[src/rtl/ll_capture.sv]
module ll_capture #(
  parameter int XLEN = 64,
  parameter logic [4:0] CAUSE_ADEL = 5'd4
) (
  input  logic            clk,
  input  logic            rst_n,
  input  logic            req_valid,
  input  logic [XLEN-1:0] req_vaddr,
  input  logic [XLEN-1:0] req_paddr,
  input  logic            req_dword,
  input  logic            req_debug,
  output logic            busy,
  output logic            mem_req_valid,
  input  logic            mem_req_ready,
  output logic [XLEN-1:0] mem_addr,
  output logic            mem_dword,
  input  logic            mem_rsp_valid,
  input  logic [XLEN-1:0] mem_rsp_data,
  output logic            exc_valid,
  output logic [4:0]      exc_cause,
  output logic [XLEN-1:0] badaddr,
  output logic            wb_valid,
  output logic [XLEN-1:0] wb_data,
  input  logic            inval,
  output logic            resv_valid,
  output logic [XLEN-1:0] resv_paddr,
  output logic [XLEN-1:0] resv_vaddr,
  output logic [XLEN-1:0] resv_data
);

  typedef enum logic [1:0] {S_IDLE, S_REQ, S_WAIT} state_t;
  state_t st;

  logic [XLEN-1:0] cur_vaddr;
  logic            cur_dword;

  wire accept  = req_valid && st == S_IDLE;
  wire misal   = req_dword ? (req_vaddr[2:0] != 3'b0) : (req_vaddr[1:0] != 2'b0);
  wire rsp_hit = st == S_WAIT && mem_rsp_valid;
  wire [XLEN-1:0] ext_data = cur_dword ? mem_rsp_data
                                       : {{(XLEN-32){mem_rsp_data[31]}}, mem_rsp_data[31:0]};

  assign busy          = st != S_IDLE;
  assign mem_req_valid = st == S_REQ;
  assign mem_dword     = cur_dword;
  assign exc_cause     = exc_valid ? CAUSE_ADEL : 5'd0;

  always_ff @(posedge clk) begin
    if (!rst_n) begin
      st         <= S_IDLE;
      cur_vaddr  <= '0;
      cur_dword  <= 1'b0;
      mem_addr   <= '0;
      exc_valid  <= 1'b0;
      badaddr    <= '0;
      wb_valid   <= 1'b0;
      wb_data    <= '0;
      resv_valid <= 1'b0;
      resv_paddr <= '0;
      resv_vaddr <= '0;
      resv_data  <= '0;
    end else begin
      exc_valid <= 1'b0;
      wb_valid  <= 1'b0;
      if (inval) resv_valid <= 1'b0;
      case (st)
        S_IDLE: if (accept) begin
          if (misal) begin
            exc_valid <= 1'b1;
            if (!req_debug) badaddr <= req_vaddr;
          end else begin
            st        <= S_REQ;
            cur_vaddr <= req_vaddr;
            cur_dword <= req_dword;
            mem_addr  <= req_paddr;
          end
        end
        S_REQ: if (mem_req_ready) st <= S_WAIT;
        S_WAIT: if (mem_rsp_valid) begin
          st         <= S_IDLE;
          wb_valid   <= 1'b1;
          wb_data    <= ext_data;
          resv_valid <= 1'b1;
          resv_paddr <= mem_addr;
          resv_vaddr <= cur_vaddr;
          resv_data  <= ext_data;
        end
        default: st <= S_IDLE;
      endcase
    end
  end

  AST_EXC_ONE_CYCLE: assert property (@(posedge clk) disable iff (!rst_n)
    exc_valid |=> !exc_valid);
  AST_EXC_CAUSE: assert property (@(posedge clk) disable iff (!rst_n)
    exc_valid |-> exc_cause == CAUSE_ADEL);
  AST_FAULT_NO_MEM: assert property (@(posedge clk) disable iff (!rst_n)
    (accept && misal) |=> !mem_req_valid && !busy);
  AST_DEBUG_KEEPS_BAD: assert property (@(posedge clk) disable iff (!rst_n)
    (accept && misal && req_debug) |=> $stable(badaddr));
  AST_REQ_HELD: assert property (@(posedge clk) disable iff (!rst_n)
    (mem_req_valid && !mem_req_ready) |=> mem_req_valid && $stable(mem_addr));
  AST_FAULT_KEEPS_RESV: assert property (@(posedge clk) disable iff (!rst_n)
    exc_valid |-> $stable(resv_paddr) && $stable(resv_vaddr) && $stable(resv_data));
  AST_RSP_SETS_VALID: assert property (@(posedge clk) disable iff (!rst_n)
    rsp_hit |=> resv_valid && wb_valid);
  AST_INVAL_CLEARS: assert property (@(posedge clk) disable iff (!rst_n)
    (inval && !rsp_hit) |=> !resv_valid);

endmodule

[config.mk]
export PLATFORM = sky130hd
export DESIGN_NAME = ll_capture
export DESIGN_NICKNAME = d
export VERILOG_FILES = /design/src/rtl/ll_capture.sv
export SDC_FILE = /design/constraint.sdc
export NUM_CORES = 1
export LEC_CHECK = 0
export ABC_AREA = 1
export BUFFER_PORTS_ARGS = -buffer_cell sky130_fd_sc_hd__buf_2
export CORE_AREA = 2 2 229 231
export DETAILED_ROUTE_END_ITERATION = 16
export DIE_AREA = 0 0 231 233
export PLACE_DENSITY = 0.57
export SLEW_MARGIN = 5
export SYNTH_ARGS = -nofsm -noshare
export SYNTH_HDL_FRONTEND = slang
export SYNTH_SLANG_ARGS = --single-unit
[constraint.sdc]
create_clock -name clk -period 1.6 [get_ports clk]
set_input_delay 0.16 -clock clk [delete_from_list [all_inputs] [get_ports clk]]
set_output_delay 0.16 -clock clk [all_outputs]
set_load 0.01 [all_outputs]
==> results of run 1 <==
[routing by layer]
layer  share of wire  vias to the layer above  global-route usage
met4           0.038                        2              0.0810
li1                -                     7476                   -
met1            0.40                     6745               0.213
met3           0.069                      106              0.0484
met5         0.00013                        -                   0
met2            0.49                      538               0.329
[cells in the final DEF, fill, tap and decap left out, types with 3 or more instances in the layout]
master and n:
sky130_fd_sc_hd__conb_1 4, sky130_fd_sc_hd__clkbuf_1 8, sky130_fd_sc_hd__nand3_1 64, sky130_fd_sc_hd__clkbuf_16 46, sky130_fd_sc_hd__nand2_1 140, sky130_fd_sc_hd__a21oi_1 195
sky130_fd_sc_hd__nor2_2 3, sky130_fd_sc_hd__buf_12 22, sky130_fd_sc_hd__nor2_1 384, sky130_fd_sc_hd__o21ai_0 313, sky130_fd_sc_hd__o21ai_1 5, sky130_fd_sc_hd__dfxtp_1 388
sky130_fd_sc_hd__dlygate4sd3_1 196, sky130_fd_sc_hd__clkbuf_8 12, sky130_fd_sc_hd__buf_4 30, sky130_fd_sc_hd__bufinv_16 6, sky130_fd_sc_hd__buf_2 588, sky130_fd_sc_hd__inv_1 261
[area by class of cell]
| cell class | instances | area, µm² |
|---|---|---|
| multi-input cells | 1116 | 4960 |
| repair buffers | 839 | 5640 |
| clock buffers | 65 | 1320 |
| diodes | 2 | 5.00 |
| well taps | 680 | 851 |
| inverters | 264 | 993 |
| fillers | 5180 | 29300 |
| clock inverters | 9 | 198 |
| flip-flops and latches | 390 | 7810 |
[path summary, 6_finish.rpt]
path / to / slack (ps) / cells past startpoint
max: mem_addr[17] / 90 / 7
min: resv_data[63] / 50 / 5
max reg2reg: mem_addr[17] / 90 / 7
min reg2reg: resv_vaddr[34] / 440 / 2
[metrics by stage]
step                total power (W)  hold WS (ps)  std cells  worst slack [ps]
floorplan                    0.0113           274       1978               328
global placement             0.0121           362       3091              98.0
detailed placement           0.0121           363       3091              53.6
CTS                          0.0233          11.5       3361              13.1
global route                 0.0239          53.5       3365             0.996
finish                       0.0230          53.6       3365              92.5
[critical path: stages, from the launching register on]
cell,delay [ps]
sky130_fd_sc_hd__dfxtp_2,350
sky130_fd_sc_hd__nor2_2,140
sky130_fd_sc_hd__nand2_2,110
sky130_fd_sc_hd__nor2_4,200
sky130_fd_sc_hd__buf_12,180
sky130_fd_sc_hd__buf_12,200
sky130_fd_sc_hd__o21ai_0,120
sky130_fd_sc_hd__nor2_1,120
[what timing repair did]
action                                  in CTS  in global routing
endpoints found under the hold margin      261                  0
pin swaps                                    0                  0
hold buffers                               196                  0
setup buffers                                0                  1
endpoints found under the setup margin       2                 36
resized for setup                            5                  6
cloned                                       0                  1
[flip-flops by register name, summed over array words and instances (netlist names)]
name,cells
badaddr,64
cur_vaddr,64
exc_valid,1
mem_addr,64
mem_dword,1
resv_data,64
resv_paddr,64
resv_vaddr,64
resv_valid,1
st,2
wb_valid,1
[power groups by stage]
| stage | clock [W] | sequential, W | combinational [W] |
|---|---|---|---|
| 3_5_place_dp | 0 | 0.0104 | 0.00175 |
| 5_1_grt | 0.0113 | 0.0102 | 0.00237 |
| 3_3_place_gp | 0 | 0.0104 | 0.00174 |
| 6_report | 0.0106 | 0.0102 | 0.00214 |
| 2_1_floorplan | 0 | 0.0105 | 0.000816 |
| 4_1_cts | 0.0109 | 0.0102 | 0.00214 |
[cells by family (layout without fill, tap and decap cells)]
logic type	after synthesis	count (layout)	share of synthesized area
AO/OA/AOI/OAI	515	515	0.173
other	1	6	0.000252
buffers and inverters	472	1177	0.145
AND/OR/NAND/NOR	597	597	0.158
flip-flops	390	390	0.524
==> metrics.cfg, run 1 <==
[sta]
finClkSkew_ps=20.8
fmax_mhz=663
max_slew.worst_pin.slew_ps=489
drv_slew=0
finalSetupViolCount=0
final.min_clock_period_ps=1510
setup_repair_after_global_routing_missed_its_margin=no
setup_total_negative_slack_ps=0
max-slew-margin-rel=0.670
finalCritPeriodShare=0.942
hold_violations=0

[placed_design]
buffer_ports.inserted=590
place_area_mm2=0.0182
dpl_wire_length_um=36900
place.gp.congestion=0.848

[grt]
grt_first_pass_wirelength_um=79200
first_global_vias=14100
initial_antenna_violation_count=3
grt_start_max_net_pins=79
global_route.overflow_total=0
global_router_s_overall_resource_usage=0.187

[setup_path]
worst_setup_path_startpoint=st[1]
required_ps=2090
worstSetupPathType=reg -> reg
worst_r2r_startpoint=st[1]
crit_path_max_fanout=39
endpoint_kind=flip-flop
worst-endpoint-arrival_ps=2000
startpoint_type=flip-flop

[clock_tree]
cts.clk_slew.worst_paths_ps=70
clk_root_buffer_cell=sky130_fd_sc_hd__clkbuf_16
clkLatencyLatePin_ps=560
cts_buffers=43
cts_max_level=2
tritoncts_num_sinks=390
cts_tree=built
max-clock-path-buffers=3

[final_layout]
postLayoutCoreUtil=0.426
design_area_mm2=0.0218
layout.nets=2854
drive_above_1_share=0.269
area.growth.synth_to_final_pct=46.1

[synth]
synth.cell_area_mm2=0.0149
netlist_instances=1975
synth-async-reset-ratio=0
post_synth.cell_area_avg_um2=7.55
ys_seq_elements=390
yosys.cell_count.top_type=sky130_fd_sc_hd__dfxtp_1
post-synth-top-area-cell=sky130_fd_sc_hd__dfxtp_1
synth_flop_cell=sky130_fd_sc_hd__dfxtp_1
ys_types=22
ys.warnings.count=0
synth.yosys.seq_area_share=0.524
synth_edf_count=0
synth_top_area_share=0.524
ys_top_cells_by_count=sky130_fd_sc_hd__dfxtp_1 (390), sky130_fd_sc_hd__nor2_1 (386), sky130_fd_sc_hd__o21ai_0 (315)
synthTopCellsByArea=sky130_fd_sc_hd__dfxtp_1 (52%), sky130_fd_sc_hd__o21ai_0 (11%), sky130_fd_sc_hd__nor2_1 (9.7%)

[route]
drc=0
vias=14900
ant_nets=0
avgViaCountPerCell=4.42
drt-total-wl_um=53300
post_drt_wl_per_cell_um=15.8
dr.first_iter.drc_count=776
detailedRoute.firstPassIterationCount=5

[power_and_ir_drop]
p_comb_frac=0.093
worst_ir_drop_vdd_mv=0.727
power_report.internal_total_w=0.0176
power.net_switching_w=0.00532
pwr_density_cell_mw_per_mm2=1050
clock_power_share=0.463
power_switching_share=0.232
power_frac_seq=0.443
leakage_nw=10.5

[floorplan]
chipWidth_um=231
fp.coreArea_mm2=0.0511
rows=83
floorplan.die_area_mm2=0.0538
top_level_ports=595
initial_utilization=0.292
die_h_um=233

[job]
drv_cap=0

[outcome]
status=complete, no violations

[worst_hold_path]
holdCritStartpoint=mem_rsp_data[63]
worstHoldPathType=in -> reg

Power figures use the tool's default switching activity.
==> run 2: changes to the inputs <==
--- a/config.mk
+++ b/config.mk
@@ -11,6 +11,7 @@
 export DETAILED_ROUTE_END_ITERATION = 16
 export DIE_AREA = 0 0 231 233
 export PLACE_DENSITY = 0.57
+export REMOVE_ABC_BUFFERS = 1
 export SLEW_MARGIN = 5
 export SYNTH_ARGS = -nofsm -noshare
 export SYNTH_HDL_FRONTEND = slang
==> metrics.cfg, run 2 (synthesized netlist as in run 1, its figures left out) <==
[route]
drc=0
drt-total-wl_um=53400
post_drt_wl_per_cell_um=15.9
dr.first_iter.drc_count=739
detailedRoute.firstPassIterationCount=5
vias=15000
avgViaCountPerCell=4.45
ant_nets=0

[placed_design]
dpl_wire_length_um=34800
place_worst_setup_slack_ps=22.2
place.gp.congestion=0.853
buffer_ports.inserted=590

[floorplan]
rows=83
chipWidth_um=231
top_level_ports=595
initial_utilization=0.292
floorplan.die_area_mm2=0.0538
fp.coreArea_mm2=0.0511
die_h_um=233

[clock_tree]
cts.clk_slew.worst_paths_ps=60
cts_buffers=44
max-clock-path-buffers=3
clk_root_buffer_cell=sky130_fd_sc_hd__clkbuf_16
tritoncts_num_sinks=390
cts_max_level=2
cts_tree=built
clkLatencyLatePin_ps=560

[setup_path]
cp_slowest_cell=sky130_fd_sc_hd__dfxtp_1
crit_path_max_incr_delay_ps=370
worst-endpoint-arrival_ps=2060
timing.critical_path.cells=nor2_2 > nand2_2 > nor2_4 > buf_4 > buf_6 > o21ai_0 > nor2_1
required_ps=2100
crit_path_max_fanout=18
startpoint_type=flip-flop
critical_path_buf_inv_count=2
top_cell_family_by_delay_on_the_critical_path=simple AND/OR/NAND/NOR gates
worstSetupPathType=reg -> reg
endpoint_kind=flip-flop

[sta]
setup_repair_after_global_routing_missed_its_margin=yes
fmax_mhz=641
setup_slack_ps=40.7
setup_total_negative_slack_ps=0
final.min_clock_period_ps=1560
drv_slew=0
finalSetupViolCount=0
finalCritPeriodShare=0.975
finClkSkew_ps=15.1
hold_violations=0

[final_layout]
layout_commonest_cell=sky130_fd_sc_hd__buf_2
layout.nets=2853
area.growth.synth_to_final_pct=46.3
drive_above_1_share=0.269
layout.cells.most_common_list=sky130_fd_sc_hd__buf_2 (589), sky130_fd_sc_hd__dfxtp_1 (389), sky130_fd_sc_hd__nor2_1 (385), sky130_fd_sc_hd__o21ai_0 (315), sky130_fd_sc_hd__inv_1 (261)
postLayoutCoreUtil=0.427

[power_and_ir_drop]
pwr_density_cell_mw_per_mm2=1040
worst_ir_drop_vdd_mv=0.680
leakage_nw=10.5

[grt]
initial_antenna_violation_count=3
global_route.overflow_total=0
global_router_s_overall_resource_usage=0.180
grt_first_pass_wirelength_um=77000
first_global_vias=14100
grt_start_max_net_pins=80

[outcome]
status=complete, no violations

[job]
drv_cap=0

[worst_hold_path]
worstHoldPathType=in -> reg

-- run 2: changes by cell type in the layout (fill, tap and decap cells not counted), sizes merged --
cell    change
inv         +2
buf         -6
diode       +1
clkbuf      +5
bufinv      -2
clkinv      +3
-- run 2: per-stage QoR --
stage | power (W) | std cells | hold slack, ps | cell area, µm²
global placement | 0.0121 | 3081 | 364 | 18200
global route | 0.0237 | 3367 | 47.0 | 21800
CTS | 0.0230 | 3355 | 3.08 | 21600
floorplan | 0.0111 | 1770 | 274 | 13700
detailed placement | 0.0121 | 3081 | 386 | 18200
finish | 0.0228 | 3368 | 34.8 | 21800
-- run 2: cell type report --
cell class / instances / area, µm²
Clock inverter: 12 / 170
Sequential cell: 390 / 7810
Tap cell: 680 / 851
Antenna cell: 3 / 7.51
Fill cell: 5094 / 29300
Timing Repair Buffer: 837 / 5690
Inverter: 264 / 993
Multi-Input combinational cell: 1116 / 4960
Clock buffer: 66 / 1330
-- run 2: worst paths after layout --
path | cells after the start | slack, ps | start | to
setup / recovery | 7 | 40 | st[1] | mem_addr[8]
hold / removal | 5 | 30 | mem_rsp_data[48] | resv_data[48]
setup reg to reg | 7 | 40 | st[1] | mem_addr[8]
hold reg to reg | 2 | 430 | cur_vaddr[0] | cur_vaddr[0]
-- run 2: power by group --
part / internal, W / total [W] / switching [W]
combinational: 0.00101 / 0.00216 / 0.00115
sequential: 0.0100 / 0.0102 / 0.000165
clock: 0.00635 / 0.0104 / 0.00408
-- run 2: what timing repair did --
item,4_1_cts,5_1_grt
endpoints found under the setup margin,1,78
endpoints found under the hold margin,267,0
hold buffers,196,0
resized for setup,1,4
buffers inserted,0,3
pin swaps,0,1
gates cloned,0,7
-- run 2: worst register-to-register path, stage by stage (launching register included) --
cell                      delay (ps)
sky130_fd_sc_hd__dfxtp_1         370
sky130_fd_sc_hd__nor2_2          160
sky130_fd_sc_hd__nand2_2         120
sky130_fd_sc_hd__nor2_4          220
sky130_fd_sc_hd__buf_4           190
sky130_fd_sc_hd__buf_6           230
sky130_fd_sc_hd__o21ai_0         130
sky130_fd_sc_hd__nor2_1           90
-- run 2: layer usage --
layer	GRT usage	wire length (µm)	vias to the layer above
li1	-	-	7471
met1	0.212	21900	6884
met2	0.308	25700	531
met3	0.0468	3930	100
met4	0.0819	1930	0
met5	0	0	-
